[src/rtl/lrn_pkg.sv]
package lrn_pkg;
    localparam int CODE_W = 4;
    localparam int REF_W  = 2;

    typedef logic [CODE_W-1:0] code_t;

    typedef enum logic [3:0] {
        ST_IDLE, ST_REFCLK, ST_LOAD, ST_LHI, ST_LLO, ST_APPLY, ST_AHI,
        ST_ADONE, ST_ADDR, ST_RATE, ST_ACK, ST_MID, ST_SYNC, ST_LOCK
    } seq_state_t;

    localparam logic [1:0] RX_MID  = 2'b01;
    localparam logic [1:0] RX_SYNC = 2'b11;

    // reference clock choice derived from the upper code bits
    function automatic logic [REF_W-1:0] ref_of(input code_t c);
        return c[CODE_W-1 -: REF_W];
    endfunction

    function automatic logic is_wait(input seq_state_t s);
        return (s == ST_LHI) || (s == ST_LLO) || (s == ST_AHI) || (s == ST_ADONE) ||
               (s == ST_ACK) || (s == ST_MID) || (s == ST_SYNC);
    endfunction
endpackage

[src/rtl/lrn_timer.sv]
module lrn_timer #(
    parameter int TMO_W = 16
) (
    input  logic             clk,
    input  logic             rst,
    input  logic             clr,
    input  logic [TMO_W-1:0] limit,
    output logic             expired
);
    logic [TMO_W-1:0] cnt_q;

    always_ff @(posedge clk) begin
        if (rst || clr)
            cnt_q <= '0;
        else if (cnt_q != '1)
            cnt_q <= cnt_q + 1'b1;
    end

    assign expired = (cnt_q >= limit);
endmodule

[src/rtl/lrn_cand.sv]
module lrn_cand
    import lrn_pkg::*;
#(
    parameter int                     N_RATES   = 8,
    parameter logic [N_RATES*CODE_W-1:0] RATE_LIST = 32'h8765_4321
) (
    input  logic             clk,
    input  logic             rst,
    input  logic             clr,
    input  logic             adv,
    output code_t            code,
    output logic [REF_W-1:0] ref_sel,
    output logic             is_last
);
    localparam int IDX_W = (N_RATES > 1) ? $clog2(N_RATES) : 1;

    code_t            tbl [N_RATES];
    logic [IDX_W-1:0] idx_q;

    for (genvar g = 0; g < N_RATES; g++) begin : g_tbl
        assign tbl[g] = RATE_LIST[g*CODE_W +: CODE_W];
    end

    always_ff @(posedge clk) begin
        if (rst || clr)
            idx_q <= '0;
        else if (adv && !is_last)
            idx_q <= idx_q + 1'b1;
    end

    assign code    = tbl[idx_q];
    assign ref_sel = ref_of(code);
    assign is_last = (idx_q == IDX_W'(N_RATES - 1));

    assert_idx_range_R11: assert property (@(posedge clk) disable iff (rst)
        (32'(idx_q) < N_RATES));
    assert_adv_order_R9: assert property (@(posedge clk) disable iff (rst)
        (adv && !clr && !is_last) |=> (idx_q == $past(idx_q) + 1'b1));
endmodule

[src/rtl/lrate_neg_seq.sv]
module lrate_neg_seq
    import lrn_pkg::*;
#(
    parameter int                        N_RATES   = 8,
    parameter int                        TMO_W     = 16,
    parameter logic [N_RATES*CODE_W-1:0] RATE_LIST = 32'h8765_4321
) (
    input  logic              clk,
    input  logic              rst,
    input  logic              start,
    input  logic              confirm_mode,
    input  logic [TMO_W-1:0]  tmo_limit,
    input  logic              busy,
    input  logic              reconf_done,
    input  logic [CODE_W-1:0] rate_ack,
    input  logic [1:0]        rx_stat,
    output logic [REF_W-1:0]  refclk_sel,
    output logic              rom_load,
    output logic              reconf_go,
    output logic              rom_addr_rst,
    output logic [CODE_W-1:0] rate_code,
    output logic              tx_en,
    output logic              locked,
    output logic              failed
);
    seq_state_t       st_q, st_d;
    logic             tmo, cand_clr, cand_adv, is_last, mode_q, done_q;
    code_t            cand_code;
    logic [REF_W-1:0] cand_ref;
    logic             give_up, go;

    lrn_timer #(.TMO_W(TMO_W)) u_timer (
        .clk(clk), .rst(rst), .clr(st_d != st_q), .limit(tmo_limit), .expired(tmo)
    );

    lrn_cand #(.N_RATES(N_RATES), .RATE_LIST(RATE_LIST)) u_cand (
        .clk(clk), .rst(rst), .clr(cand_clr), .adv(cand_adv),
        .code(cand_code), .ref_sel(cand_ref), .is_last(is_last)
    );

    assign go       = start && (st_q == ST_IDLE || st_q == ST_LOCK);
    assign cand_clr = go;

    always_comb begin
        st_d     = st_q;
        give_up  = 1'b0;
        cand_adv = 1'b0;
        unique case (st_q)
            ST_IDLE:   if (go) st_d = ST_REFCLK;
            ST_REFCLK: st_d = ST_LOAD;
            ST_LOAD:   st_d = ST_LHI;
            ST_LHI:    if (busy) st_d = ST_LLO;
            ST_LLO:    if (!busy) st_d = ST_APPLY;
            ST_APPLY:  st_d = ST_AHI;
            ST_AHI:    if (busy) st_d = ST_ADONE;
            ST_ADONE:  if (done_q && !reconf_done) st_d = ST_ADDR;
            ST_ADDR:   st_d = ST_RATE;
            ST_RATE:   st_d = ST_ACK;
            ST_ACK:    if (rate_ack == rate_code) st_d = mode_q ? ST_MID : ST_SYNC;
            ST_MID:    if (rx_stat == RX_MID) st_d = ST_SYNC;
            ST_SYNC:   if (rx_stat == RX_SYNC) st_d = ST_LOCK;
            ST_LOCK:   if (go) st_d = ST_REFCLK;
            default:   st_d = ST_IDLE;
        endcase
        // a timeout only wins when the awaited condition is absent
        if (is_wait(st_q) && st_d == st_q && tmo) begin
            if (is_last) begin
                give_up = 1'b1;
                st_d    = ST_IDLE;
            end else begin
                cand_adv = 1'b1;
                st_d     = ST_REFCLK;
            end
        end
    end

    always_ff @(posedge clk) begin
        if (rst) begin
            st_q       <= ST_IDLE;
            mode_q     <= 1'b0;
            done_q     <= 1'b0;
            refclk_sel <= '0;
            rate_code  <= '0;
            tx_en      <= 1'b1;
            locked     <= 1'b0;
            failed     <= 1'b0;
        end else begin
            st_q   <= st_d;
            done_q <= reconf_done;
            if (go) begin
                mode_q <= confirm_mode;
                locked <= 1'b0;
                failed <= 1'b0;
            end
            if (st_q == ST_REFCLK) refclk_sel <= cand_ref;
            if (st_q == ST_RATE) begin
                rate_code <= cand_code;
                if (mode_q) tx_en <= 1'b0;
            end
            if (st_q == ST_MID && st_d == ST_SYNC) tx_en <= 1'b1;
            if (cand_adv || give_up) tx_en <= 1'b1;
            if (give_up) failed <= 1'b1;
            if (st_q == ST_SYNC && st_d == ST_LOCK) locked <= 1'b1;
        end
    end

    assign rom_load     = (st_q == ST_LOAD);
    assign reconf_go    = (st_q == ST_APPLY);
    assign rom_addr_rst = (st_q == ST_ADDR);

    assert_load_pulse_R3: assert property (@(posedge clk) disable iff (rst)
        rom_load |=> !rom_load);
    assert_apply_pulse_R4: assert property (@(posedge clk) disable iff (rst)
        reconf_go |=> !reconf_go);
    assert_addr_pulse_R5: assert property (@(posedge clk) disable iff (rst)
        rom_addr_rst |=> !rom_addr_rst);
    assert_lock_hold_R8: assert property (@(posedge clk) disable iff (rst)
        (locked && !start) |=> (locked && $stable(rate_code)));
    assert_fail_hold_R10: assert property (@(posedge clk) disable iff (rst)
        (failed && !start) |=> failed);
    assert_flag_excl_R10: assert property (@(posedge clk) disable iff (rst)
        !(locked && failed));
    assert_txen_gate_R7: assert property (@(posedge clk) disable iff (rst)
        !tx_en |-> mode_q);
endmodule

[config.mk]
export PLATFORM = sky130hd
export DESIGN_NAME = lrate_neg_seq
export DESIGN_NICKNAME = d
export VERILOG_FILES = /design/src/rtl/lrn_pkg.sv /design/src/rtl/lrn_timer.sv /design/src/rtl/lrn_cand.sv /design/src/rtl/lrate_neg_seq.sv
export SDC_FILE = /design/constraint.sdc
export NUM_CORES = 1
export LEC_CHECK = 0
export BUFFER_PORTS_ARGS = -buffer_cell sky130_fd_sc_hd__buf_2
export CORE_ASPECT_RATIO = 0.5
export CORE_MARGIN = 2
export CORE_UTILIZATION = 40
export CTS_BUF_LIST = sky130_fd_sc_hd__clkbuf_16
export DETAILED_ROUTE_END_ITERATION = 6
export GPL_ROUTABILITY_DRIVEN = 0
export PLACE_DENSITY = 0.57
export SLEW_MARGIN = 20
export SYNTH_ARGS = -nofsm -noshare
export SYNTH_HDL_FRONTEND = slang
export SYNTH_SLANG_ARGS = --single-unit
[constraint.sdc]
create_clock -name clk -period 3.5 [get_ports clk]
set_clock_uncertainty 0.15 [all_clocks]
set_input_delay 0.175 -clock clk [delete_from_list [all_inputs] [get_ports clk]]
set_output_delay 0.175 -clock clk [all_outputs]
set_load 0.03 [all_outputs]
==> results of run 1 <==
layer usage:
metal	part of all wire (%)	vias up	wire length (um)
met5	0	-	0
met4	1.1	0	55
met2	46	38	2340
met1	49	939	2500
met3	3.7	6	188
li1	-	1051	-
per-stage QoR:
stage	setup slack [ns]	cells	area, um^2
5_1_grt	0.397	384	2730
3_5_place_dp	0.611	374	2570
2_1_floorplan	0.958	273	2340
4_1_cts	0.585	384	2730
6_report	0.588	384	2730
3_3_place_gp	0.784	374	2570
worst max path at each step:
stage	endpoint	depth (start not counted)	slack (ns)	startpoint
after floorplan	tx_en$_SDFFE_PP1P_	9	0.96	u_timer.cnt_q[0]$_SDFFE_PP0P_
after detailed placement	u_timer.cnt_q[10]$_SDFFE_PP0P_	9	0.61	u_timer.cnt_q[10]$_SDFFE_PP0P_
final	u_timer.cnt_q[10]$_SDFFE_PP0P_	9	0.59	u_timer.cnt_q[10]$_SDFFE_PP0P_
after global placement	tx_en$_SDFFE_PP1P_	9	0.78	u_timer.cnt_q[0]$_SDFFE_PP0P_
after global routing	u_timer.cnt_q[10]$_SDFFE_PP0P_	9	0.40	u_timer.cnt_q[10]$_SDFFE_PP0P_
after CTS	u_timer.cnt_q[10]$_SDFFE_PP0P_	9	0.59	u_timer.cnt_q[10]$_SDFFE_PP0P_
cell usage after synthesis (all sizes together) (3+ instances only):
library cell  count  area [um^2]
nand3             9         45.0
buf               6         42.5
and3              6         37.5
nor3             10         50.1
nor4              3         18.8
nor2b             5         31.3
clkbuf            6         22.5
a21oi            10         50.1
a21o              4         30.0
xor2              9         78.8
xnor2             8         70.1
inv              24         90.1
nor2             35          206
ha               20          250
dfxtp            34          681
and2              4         27.5
nand4             8         50.1
o21ai             6         30.0
a211oi            6         45.0
mux2i            12          120
nand2            14         52.6
where the power goes:
part           total (uW)  switching [uW]  internal [uW]
clock                 411             155            257
sequential            447            43.2            404
combinational         268             157            111
total                1130             354            772
critical path, stage by stage (launching register included):
cell       delay [ns]
dfxtp_1          0.43
ha_1             0.29
a21o_1           0.18
a221oi_1         0.35
a21boi_0         0.23
a311oi_1         0.08
o21ai_1          0.41
nand4bb_1        0.14
buf_4            0.27
nor3b_1          0.29
cell families after synthesis:
logic type      after synthesis
xor+xnor                     17
fa+ha+maj                    20
flops                        34
compound gates               49
simple gates                105
buf+inv                      36
mux                          12
state kept, by name, summed over array words and instances, names as in the netlist, 2 cells and up:
signal / count
st_q: 4
u_cand.idx_q: 3
refclk_sel: 2
u_timer.cnt_q: 16
rate_code: 4
area by class of cell:
type | instances | area [um^2] | share of cell area (%)
timing repair buffer | 42 | 223 | 8.17
clock inverter | 3 | 12.5 | 0.459
tap | 73 | 91.3 | 3.35
clock buffer | 5 | 125 | 4.59
sequential | 34 | 681 | 25.0
multi-input combinational | 203 | 1500 | 55.1
inverter | 24 | 90.1 | 3.31
==> summary.md, run 1 <==
| Metric | Value |
|---|---|
| Xor-xnor portion of the synthesized cell area | `6.37%` |
| CTS root buffer | `clkbuf_16` |
| Via count of the first global-routing pass | `around 2000` |
| Distinct cells, synth | `between 50 and 60` |
| Num rows | `19` |
| Top_reg_cell synth | `dfxtp_1` |
| Drt drc | `0` |
| GRT Overall Usage | `16.9%` |
| Synth Area in Simple Gates | `26.1%` |
| Reg2reg path depth | `9` |
| Status | `complete, no violations` |
| Worst Hold Class | `input pin to flip-flop` |
| Startpoint Class | `flip-flop` |
| H-tree levels | `2` |
| RSZ-0062 raised after global routing | `false` |
| Area growth syn-to-layout | `16.5%` |
| R2R setup slack | `0.59 ns` |
| Share of the yosys chip area belonging to registers | `29.1%` |
| Starting density of the core | `42.0%` |
| Syn Inst Count | `273` |
| Die Height | `58.1 um` |
| EDFF count, synth | `0` |
| Slew @ Worst Pin | `between 0.5 and 0.6 ns` |
| Met3 Usage GRT | `under 10%` |
| Final Util | `approximately half` |
| Final nets | `358` |
| First-pass GRT wire length | `between 8000 and 9000 um` |
| Mux cell area share after synthesis | `5.14%` |
| RR Endpoint | `u_timer.cnt_q[10]$_SDFFE_PP0P_` |
| Maximum capacitance violations | `0` |
| Initial antenna violation count | `0` |
| Reg-to-reg startpoint | `u_timer.cnt_q[10]$_SDFFE_PP0P_` |
| Cts repair resizes | `0` |
| Final Hold Viols | `0` |
| Synth warn | `0` |
| Fmax | `roughly 340 MHz` |
| Tcrit/Tclk final | `83.2%` |
| GRT busiest layer | `met2` |
| Hold_sp | `rst` |
| Clock-pin slew on the worst setup and hold paths | `approximately 0.050 ns` |
| Min cycle time layout | `~2.9 ns` |
| Worst skew pair latency | `around 0.27 ns` |
| Crit path capture type | `flip-flop` |
| CTS buffer count | `5` |
| Detailed Place HPWL | `3890 um` |
| Required @ worst endpoint | `around 3.5 ns` |
| Worst EP arrival | `just under 3 ns` |
| Ant. Diodes | `0` |
| Core area | `approximately 5600 um^2` |
| Final Total Pwr | `between 1000 and 1500 uW` |
| Mapped cell area | `2340 um^2` |
| Max clock buf depth | `2` |
| Die area | `around 6500 um^2` |
| Async set-reset flop share out of synthesis | `0%` |
| DR vias | `2034` |
| Synth Area in Adders | `around 11%` |
| WHS Endpoint | `refclk_sel[0]$_SDFFE_PP0P_` |
| Static leakage | `roughly 0.0012 uW` |
| Setup TNS | `0 ns` |
| Hold-fix buffers, CTS | `2` |
| First drt pass iteration count | `4` |
| Clk sinks | `34` |
| Io pins | `40` |
| Die Width | `roughly 110 um` |
| Routed WL per cell | `between 10 and 15 um` |
| Post-route ant nets | `0` |
| Post-Syn Area per Cell | `8.57 um^2` |
| Gr ovfl total | `0` |
| Layout cells sized above 1 | `roughly 20%` |
| Hold path depth | `2` |
| DR vias/cell | `between 5 and 6` |
| Post-synthesis compound-gate area fraction | `16.0%` |
| PwrDens | `between 400 and 500 nW/um^2` |
| Buffers on Ports | `39` |
| Largest family of logic cells by synthesized area | `simple AND/OR/NAND/NOR gates` |
| Crit Path Category | `flip-flop to flip-flop` |
| Fill cell count | `~560` |
| CTS tree | `done` |
| # setup viols final | `0` |
| Worst hold slack | `roughly 0.12 ns` |
| Slew headroom | `about 61%` |
| Commonest cells after routing, fill and taps aside | `buf_2, dfxtp_1, nor2_1, inv_1, ha_1` |
| Peak VDD IR | `approximately 0.21 mV` |
| Post-Route WL | `about 5100 um` |
| Initial DRC Count | `between 90 and 100` |
| Met2 Use GR | `28.7%` |
| Met1 capacity usage during global routing | `around 22%` |
| CP max FO | `16` |
| Commonest non-fill, non-tap cell in the layout | `buf_2` |
| Syn Nets | `approximately 320` |
| Pin count of the biggest net entering global routing | `19` |
| Setup Buffers After CTS | `0` |
| Synth Register Bits | `34` |
| Final Max Tran Viols | `0` |
(Power assumes the default switching activity.)
==> run 2: changes to the inputs <==
--- a/config.mk
+++ b/config.mk
@@ -12,7 +12,7 @@
 export CTS_BUF_LIST = sky130_fd_sc_hd__clkbuf_16
 export DETAILED_ROUTE_END_ITERATION = 6
 export GPL_ROUTABILITY_DRIVEN = 0
-export PLACE_DENSITY = 0.57
+export PLACE_DENSITY = 0.59
 export SLEW_MARGIN = 20
 export SYNTH_ARGS = -nofsm -noshare
 export SYNTH_HDL_FRONTEND = slang
==> constraint.sdc (replaced) <==
create_clock -name clk -period 2.45 [get_ports clk]
set_clock_uncertainty 0.15 [all_clocks]
set_input_delay 0.1225 -clock clk [delete_from_list [all_inputs] [get_ports clk]]
set_output_delay 0.1225 -clock clk [all_outputs]
set_load 0.03 [all_outputs]
==> run 2 against run 1 <==
Effect of this change:
- wire length is 9.3% higher
- total power is 58% higher
- maximum frequency is 23% higher
- cell area up 14%
- non-clock buffer count up 37
- die area unchanged
- first-iteration DRC count down 18%
- critical path type unchanged
- largest cell class unchanged
- largest power group unchanged
- highest routed layer unchanged
==> summary.md, run 2 (same netlist as run 1, synthesis figures left out) <==
| Metric | Value |
|---|---|
| Inst Count DP | `409 (was 374)` |
| Buffers on Ports | `39 (unchanged)` |
| Starting density of the core | `42.0% (unchanged)` |
| Io pins | `40 (unchanged)` |
| Max clock buf depth | `2 (unchanged)` |
| CTS root buffer | `clkbuf_16 (unchanged)` |
| Final Max Tran Viols | `0 (unchanged)` |
| First-pass GRT wire length | `9430 um (was 9000 um)` |
| Final Total Pwr | `1780 uW (was 1130 uW)` |
| CTS tree | `done (unchanged)` |
| Clk sinks | `34 (unchanged)` |
| H-tree levels | `2 (unchanged)` |
| Clock-pin slew on the worst setup and hold paths | `0.05 ns (about the same)` |
| Worst setup path start | `u_timer.cnt_q[0]$_SDFFE_PP0P_ (was u_timer.cnt_q[10]$_SDFFE_PP0P_)` |
| Worst skew pair latency | `0.27 ns (about the same)` |
| CP max FO | `5 (was 16)` |
| Peak VDD IR | `0.423 mV (was 0.205 mV)` |
| Top flop regs | `u_timer.cnt_q x16, rate_code x4, st_q x4 (unchanged)` |
| GRT Overall Usage | `17.8% (was 16.9%)` |
| Post-Route WL | `5560 um (was 5080 um)` |
| Final Hold Viols | `0 (unchanged)` |
| Post-route ant nets | `0 (unchanged)` |
| Die area | `6510 um^2 (unchanged)` |
| Pin count of the biggest net entering global routing | `19 (unchanged)` |
| Final Instance Count excl. Fillers | `420 (was 384)` |
| Final nets | `395 (was 358)` |
| Num rows | `19 (unchanged)` |
| Min cycle time layout | `2.38 ns (was 2.91 ns)` |
| Routed WL per cell | `13.2 um (about the same)` |
| Crit Path Category | `flip-flop to flip-flop (unchanged)` |
| Slowest CP cell | `or4_4 (was dfxtp_1)` |
| First drt pass iteration count | `4 (unchanged)` |
| Worst Hold Class | `input pin to flip-flop (unchanged)` |
| Crit path capture type | `flip-flop (unchanged)` |
| Initial DRC Count | `77 (was 94)` |
| Worst EP arrival | `2.44 ns (was 2.94 ns)` |
| # setup viols final | `0 (unchanged)` |
| Status | `complete, no violations (unchanged)` |
| RSZ-0062 raised after global routing | `true (was false)` |
| CP max stage delay | `0.41 ns (was 0.43 ns)` |
| Required @ worst endpoint | `2.51 ns (was 3.53 ns)` |
| Max reg flops | `16 (unchanged)` |
| Fmax | `421 MHz (was 343 MHz)` |
| Die Height | `58.1 um (unchanged)` |
| Static leakage | `0.00137 uW (was 0.00118 uW)` |
| Commonest non-fill, non-tap cell in the layout | `buf_2 (unchanged)` |
| Layout cells sized above 1 | `34.3% (was 20.3%)` |
| Design area | `3110 um^2 (was 2730 um^2)` |
| Final Util | `55.9% (was 49.0%)` |
| Slew headroom | `72.5% (was 61.4%)` |
| Slew @ Worst Pin | `0.410 ns (was 0.579 ns)` |
| Placed Area | `2830 um^2 (was 2570 um^2)` |
| Maximum capacitance violations | `0 (unchanged)` |
| PwrDens | `572 nW/um^2 (was 413 nW/um^2)` |
| Worst hold slack | `0.0687 ns (was 0.118 ns)` |
| Drt drc | `0 (unchanged)` |
| Initial antenna violation count | `0 (unchanged)` |
| Via count of the first global-routing pass | `2126 (was 1998)` |
| Detailed Place HPWL | `4170 um (was 3890 um)` |
| DR vias/cell | `5.19 (was 5.30)` |
| Fill cell count | `527 (was 564)` |
| Startpoint Class | `flip-flop (unchanged)` |
| Core area | `5560 um^2 (unchanged)` |
| Critical path cell sequence | `inv_2 -> ha_4 -> or3b_4 -> o2111ai_2 -> a31o_2 -> a311oi_2 -> o21ai_2 -> buf_6 -> or4_4 -> a21boi_2 (was ha_1 -> a21o_1 -> a221oi_1 -> a21boi_0 -> a311oi_1 -> o21ai_1 -> nand4bb_1 -> buf_4 -> nor3b_1)` |
| Commonest cells after routing, fill and taps aside | `buf_2, buf_4, dfxtp_1, nor2_1, inv_1 (was buf_2, dfxtp_1, nor2_1, inv_1, ha_1)` |
| Largest Register | `u_timer.cnt_q (unchanged)` |
| Die Width | `112 um (unchanged)` |
| DR vias | `2179 (was 2034)` |
| Ant. Diodes | `0 (unchanged)` |
| CTS buffer count | `5 (unchanged)` |
| Area growth syn-to-layout | `33.0% (was 16.5%)` |
| Hold_sp | `rst (unchanged)` |
| Reg-to-reg startpoint | `u_timer.cnt_q[0]$_SDFFE_PP0P_ (was u_timer.cnt_q[10]$_SDFFE_PP0P_)` |
| Gr ovfl total | `0 (unchanged)` |
| Tcrit/Tclk final | `96.9% (was 83.2%)` |
==> run 2: cell count changes in the layout (fill, tap and decap cells not counted), moves of 2 or more <==
cell and change:
buf_4 +36, dfxtp_1 -3, dfxtp_2 +3, a21boi_2 +2
ha_1 -2, ha_4 +2, nor4_1 -2
==> run 2: timing repair <==
| action | 4_1_cts | 5_1_grt |
|---|---|---|
| hold buffers | 2 | 0 |
| gates resized for setup | 6 | 17 |
| setup buffers | 1 | 1 |
| setup endpoints to repair | 4 | 25 |
| cloned | 0 | 0 |
| hold endpoints to repair | 2 | 0 |
| pin swaps | 4 | 5 |
==> run 2: worst paths after layout <==
check	endpoint	slack, ns	depth (start not counted)
setup / recovery	u_cand.idx_q[0]$_SDFFE_PP0P_	0.07	10
hold / removal	refclk_sel[0]$_SDFFE_PP0P_	0.07	2
setup reg to reg	u_cand.idx_q[0]$_SDFFE_PP0P_	0.07	10
hold reg to reg	tx_en$_SDFFE_PP1P_	0.32	1
==> run 2: power breakdown <==
part / total (uW) / switching, uW / internal, uW
registers: 616 / 36.7 / 580
logic: 563 / 303 / 260
clock network: 599 / 232 / 367
==> run 2: critical path, delay by kind of cell, from the launching register on <==
kind / cells / cell delay (ns)
flip-flops: 1 / 0.33
AND/OR/NAND/NOR: 2 / 0.63
AO/OA/AOI/OAI: 5 / 0.87
buffers and inverters: 2 / 0.18
adder cells (fa/ha/maj): 1 / 0.14
==> run 2: per-stage QoR <==
stage               setup TNS [ns]  setup WS [ns]
finish                           0         0.0750
global route                -0.129        -0.0416
CTS                              0        0.00342
detailed placement          -0.124        -0.0774
global placement          -0.00682       -0.00682
floorplan                        0         0.0168
==> run 2: routing by layer <==
layer / vias to the layer above / wire [um] / part of all wire [%] / GRT usage (%)
li1: 1123 / - / - / -
met1: 1016 / 2680 / 48 / 22.9
met2: 36 / 2640 / 48 / 31.8
met3: 4 / 203 / 3.7 / 3.35
met4: 0 / 36 / 0.65 / 3.83
met5: - / 0 / 0 / 0
==> run 2: final cells by class <==
class / count / area, um^2 / share of cell area (%)
tap: 73 / 91.3 / 2.94
clock inverter: 2 / 11.3 / 0.362
multi-input combinational: 203 / 1600 / 51.6
timing repair buffer: 79 / 504 / 16.2
inverter: 24 / 90.1 / 2.90
sequential: 34 / 684 / 22.0
clock buffer: 5 / 125 / 4.02
==> run 3: changes to the inputs <==
--- a/config.mk
+++ b/config.mk
@@ -12,7 +12,7 @@
 export CTS_BUF_LIST = sky130_fd_sc_hd__clkbuf_16
 export DETAILED_ROUTE_END_ITERATION = 6
 export GPL_ROUTABILITY_DRIVEN = 0
-export PLACE_DENSITY = 0.59
+export PLACE_DENSITY = 0.57
 export SLEW_MARGIN = 20
 export SYNTH_ARGS = -nofsm -noshare
 export SYNTH_HDL_FRONTEND = slang
==> constraint.sdc (replaced) <==
create_clock -name clk -period 2.2 [get_ports clk]
set_clock_uncertainty 0.15 [all_clocks]
set_input_delay 0.11 -clock clk [delete_from_list [all_inputs] [get_ports clk]]
set_output_delay 0.11 -clock clk [all_outputs]
set_load 0.03 [all_outputs]
==> run 3 against run 2 <==
Effect of this change:
- worst setup slack got worse by 0.21 ns
- the run now ends with negative setup slack left
- sequential cell count did not move
- sequential power increased by 12%
- count of clock-buffer cells in the layout stayed put
- utilization is 5.7 points higher
- wire length grew 7.5%
- critical path depth shrank 1
==> summary.md, run 3 (same netlist as run 1, synthesis figures left out) <==
| Metric | Value |
|---|---|
| First-pass GRT wire length | `10100 um (was 9430 um)` |
| Tcrit/Tclk final | `106% (was 96.9%)` |
| Initial antenna violation count | `0 (unchanged)` |
| Starting density of the core | `42.0% (unchanged)` |
| Sequential power share | `31.3% (was 34.6%)` |
| Clock-pin slew on the worst setup and hold paths | `0.06 ns (was 0.05 ns)` |
| DR vias/cell | `5.18 (was 5.19)` |
| Core area | `5560 um^2 (unchanged)` |
| Ant. Diodes | `0 (unchanged)` |
| Drt drc | `0 (unchanged)` |
| Max reg flops | `16 (unchanged)` |
| Critical path cell sequence | `buf_6 -> nor2b_1 -> o21ai_1 -> o221ai_2 -> a221oi_4 -> xnor2_1 -> buf_4 -> or4_1 -> a21boi_1 (was inv_2 -> ha_4 -> or3b_4 -> o2111ai_2 -> a31o_2 -> a311oi_2 -> o21ai_2 -> buf_6 -> or4_4 -> a21boi_2)` |
| Startpoint Class | `flip-flop (unchanged)` |
| # setup viols final | `18 (was 0)` |
| Worst Hold Class | `input pin to flip-flop (unchanged)` |
| P_sw | `708 uW (was 572 uW)` |
| Failing checks | `negative setup slack` |
| Peak VDD IR | `0.348 mV (was 0.423 mV)` |
| Inst Count DP | `429 (was 409)` |
| Final Instance Count excl. Fillers | `449 (was 420)` |
| Required @ worst endpoint | `2.26 ns (was 2.51 ns)` |
| Gr ovfl total | `0 (unchanged)` |
| Worst EP arrival | `2.39 ns (was 2.44 ns)` |
| Net Sw Frac | `32.1% (was 32.2%)` |
| CP max stage delay | `0.52 ns (was 0.41 ns)` |
| Final Hold Viols | `0 (unchanged)` |
| Layout cells sized above 1 | `43.1% (was 34.3%)` |
| Worst skew pair latency | `0.28 ns (was 0.27 ns)` |
| Fill cell count | `507 (was 527)` |
| Post-route ant nets | `0 (unchanged)` |
| Final Max Tran Viols | `0 (unchanged)` |
| Slowest CP cell | `or4_1 (was or4_4)` |
| Placed Area | `3040 um^2 (was 2830 um^2)` |
| Min cycle time layout | `2.33 ns (was 2.38 ns)` |
| Hold_sp | `rst (unchanged)` |
| Commonest non-fill, non-tap cell in the layout | `buf_4 (was buf_2)` |
| Final Total Pwr | `2200 uW (was 1780 uW)` |
| Buffers on Ports | `39 (unchanged)` |
| Die area | `6510 um^2 (unchanged)` |
| H-tree levels | `2 (unchanged)` |
| Die Width | `112 um (unchanged)` |
| Worst setup path start | `st_q[2]$_SDFF_PP0_ (was u_timer.cnt_q[0]$_SDFFE_PP0P_)` |
| CP max FO | `8 (was 5)` |
| Reg-to-reg startpoint | `st_q[2]$_SDFF_PP0_ (was u_timer.cnt_q[0]$_SDFFE_PP0P_)` |
| Post-Route WL | `5970 um (was 5560 um)` |
| Num rows | `19 (unchanged)` |
| R2R setup slack | `-0.13 ns (was 0.07 ns)` |
| CTS buffer count | `5 (unchanged)` |
| Pin count of the biggest net entering global routing | `19 (unchanged)` |
| Crit path capture type | `flip-flop (unchanged)` |
| Slew @ Worst Pin | `0.550 ns (was 0.410 ns)` |
| Setup TNS | `-1.43 ns (was 0 ns)` |
| GRT Overall Usage | `19.3% (was 17.8%)` |
| Final nets | `423 (was 395)` |
| Max clock buf depth | `2 (unchanged)` |
| Status | `complete, but fails checks (was complete, no violations)` |
| Maximum capacitance violations | `0 (unchanged)` |
| Gate power share | `37.3% (was 31.7%)` |
| CTS tree | `done (unchanged)` |
| RSZ-0062 raised after global routing | `true (unchanged)` |
| Detailed Place HPWL | `4440 um (was 4170 um)` |
| CTS root buffer | `clkbuf_16 (unchanged)` |
| Routed WL per cell | `13.3 um (was 13.2 um)` |
| Commonest cells after routing, fill and taps aside | `buf_4, buf_2, dfxtp_1, inv_1, nor2_1 (was buf_2, buf_4, dfxtp_1, nor2_1, inv_1)` |
| Via count of the first global-routing pass | `2233 (was 2126)` |
| Int Pwr | `1500 uW (was 1210 uW)` |
| First drt pass iteration count | `4 (unchanged)` |
| Clk network pwr share | `31.4% (was 33.7%)` |
| DR vias | `2324 (was 2179)` |
| Fmax | `428 MHz (was 421 MHz)` |
| Slew headroom | `63.0% (was 72.5%)` |
| Initial DRC Count | `118 (was 77)` |
| Largest Register | `u_timer.cnt_q (unchanged)` |
| Io pins | `40 (unchanged)` |
| Design area | `3430 um^2 (was 3110 um^2)` |
| Top flop regs | `u_timer.cnt_q x16, rate_code x4, st_q x4 (unchanged)` |
| PwrDens | `643 nW/um^2 (was 572 nW/um^2)` |
| Setup WS post-layout | `-0.135 ns (was 0.0750 ns)` |
| Die Height | `58.1 um (unchanged)` |
| Area growth syn-to-layout | `46.5% (was 33.0%)` |
| Crit Path Category | `flip-flop to flip-flop (unchanged)` |
| Clk sinks | `34 (unchanged)` |
| Static leakage | `0.00154 uW (was 0.00137 uW)` |
==> run 3: cell types whose count changed in the layout (fill, tap and decap cells not counted), moves of 3 or more <==
cell	change
buf_6	+5
nor2_1	-3
buf_4	+21
nor3_2	+5
nor3_1	-5
dfxtp_4	+3
dfxtp_1	-3
==> run 3: repair_timing <==
item                                    CTS  global route
resized for setup                        21            14
buffers inserted                          5             6
hold buffers                              2             0
endpoints found under the setup margin   24            25
pin swaps                                 6             8
endpoints found under the hold margin     2             0
==> run 3: power groups by stage <==
stage	Combinational, uW	Clock [uW]	Sequential [uW]
after floorplan	419	0	684
after global placement	649	0	697
after detailed placement	652	0	698
after CTS	759	703	686
after global routing	889	724	693
final	822	693	689
==> run 3: final timing paths <==
kind,cells past startpoint,end
setup / recovery,9,u_cand.idx_q[0]$_SDFFE_PP0P_
hold / removal,2,locked$_SDFFE_PP0P_
setup reg to reg,9,u_cand.idx_q[0]$_SDFFE_PP0P_
hold reg to reg,2,locked$_SDFFE_PP0P_
==> run 3: final cells by class <==
class | instances | area, um^2 | share of cell area, %
flip-flops and latches | 34 | 696 | 20.3
well taps | 73 | 91.3 | 2.67
clock buffers | 5 | 125 | 3.65
repair buffers | 107 | 758 | 22.1
inverters | 24 | 90.1 | 2.63
multi-input cells | 203 | 1650 | 48.2
clock inverters | 3 | 16.3 | 0.475
==> run 3: critical path, delay by kind of cell, from the launching register on <==
family	cells	cell delay, ns
DFF	1	0.38
buffers and inverters	2	0.29
xor gates and xnor gates	1	0.13
AOI/OAI and AO/OA	4	0.69
and+or+nand+nor	2	0.63
==> run 3: through the flow <==
| stage | util (%) | setup WS, ns | hold WS (ns) |
|---|---|---|---|
| 4_1_cts | 60.1 | -0.154 | 0.0500 |
| 3_5_place_dp | 54.6 | -0.211 | 0.191 |
| 3_3_place_gp | 54.6 | -0.178 | 0.183 |
| 2_1_floorplan | - | -0.0624 | 0.0882 |
| 6_report | 61.6 | -0.135 | 0.0578 |
| 5_1_grt | 61.6 | -0.239 | 0.0667 |
==> run 3: metal layers <==
metal  GRT usage (%)  up-vias  part of all wire [%]
met2            31.8       53                    45
met1            25.3     1089                    49
met3            5.33        7                   4.8
li1                -     1175                     -
met5               0        -                     0
met4            5.05        0                   1.4
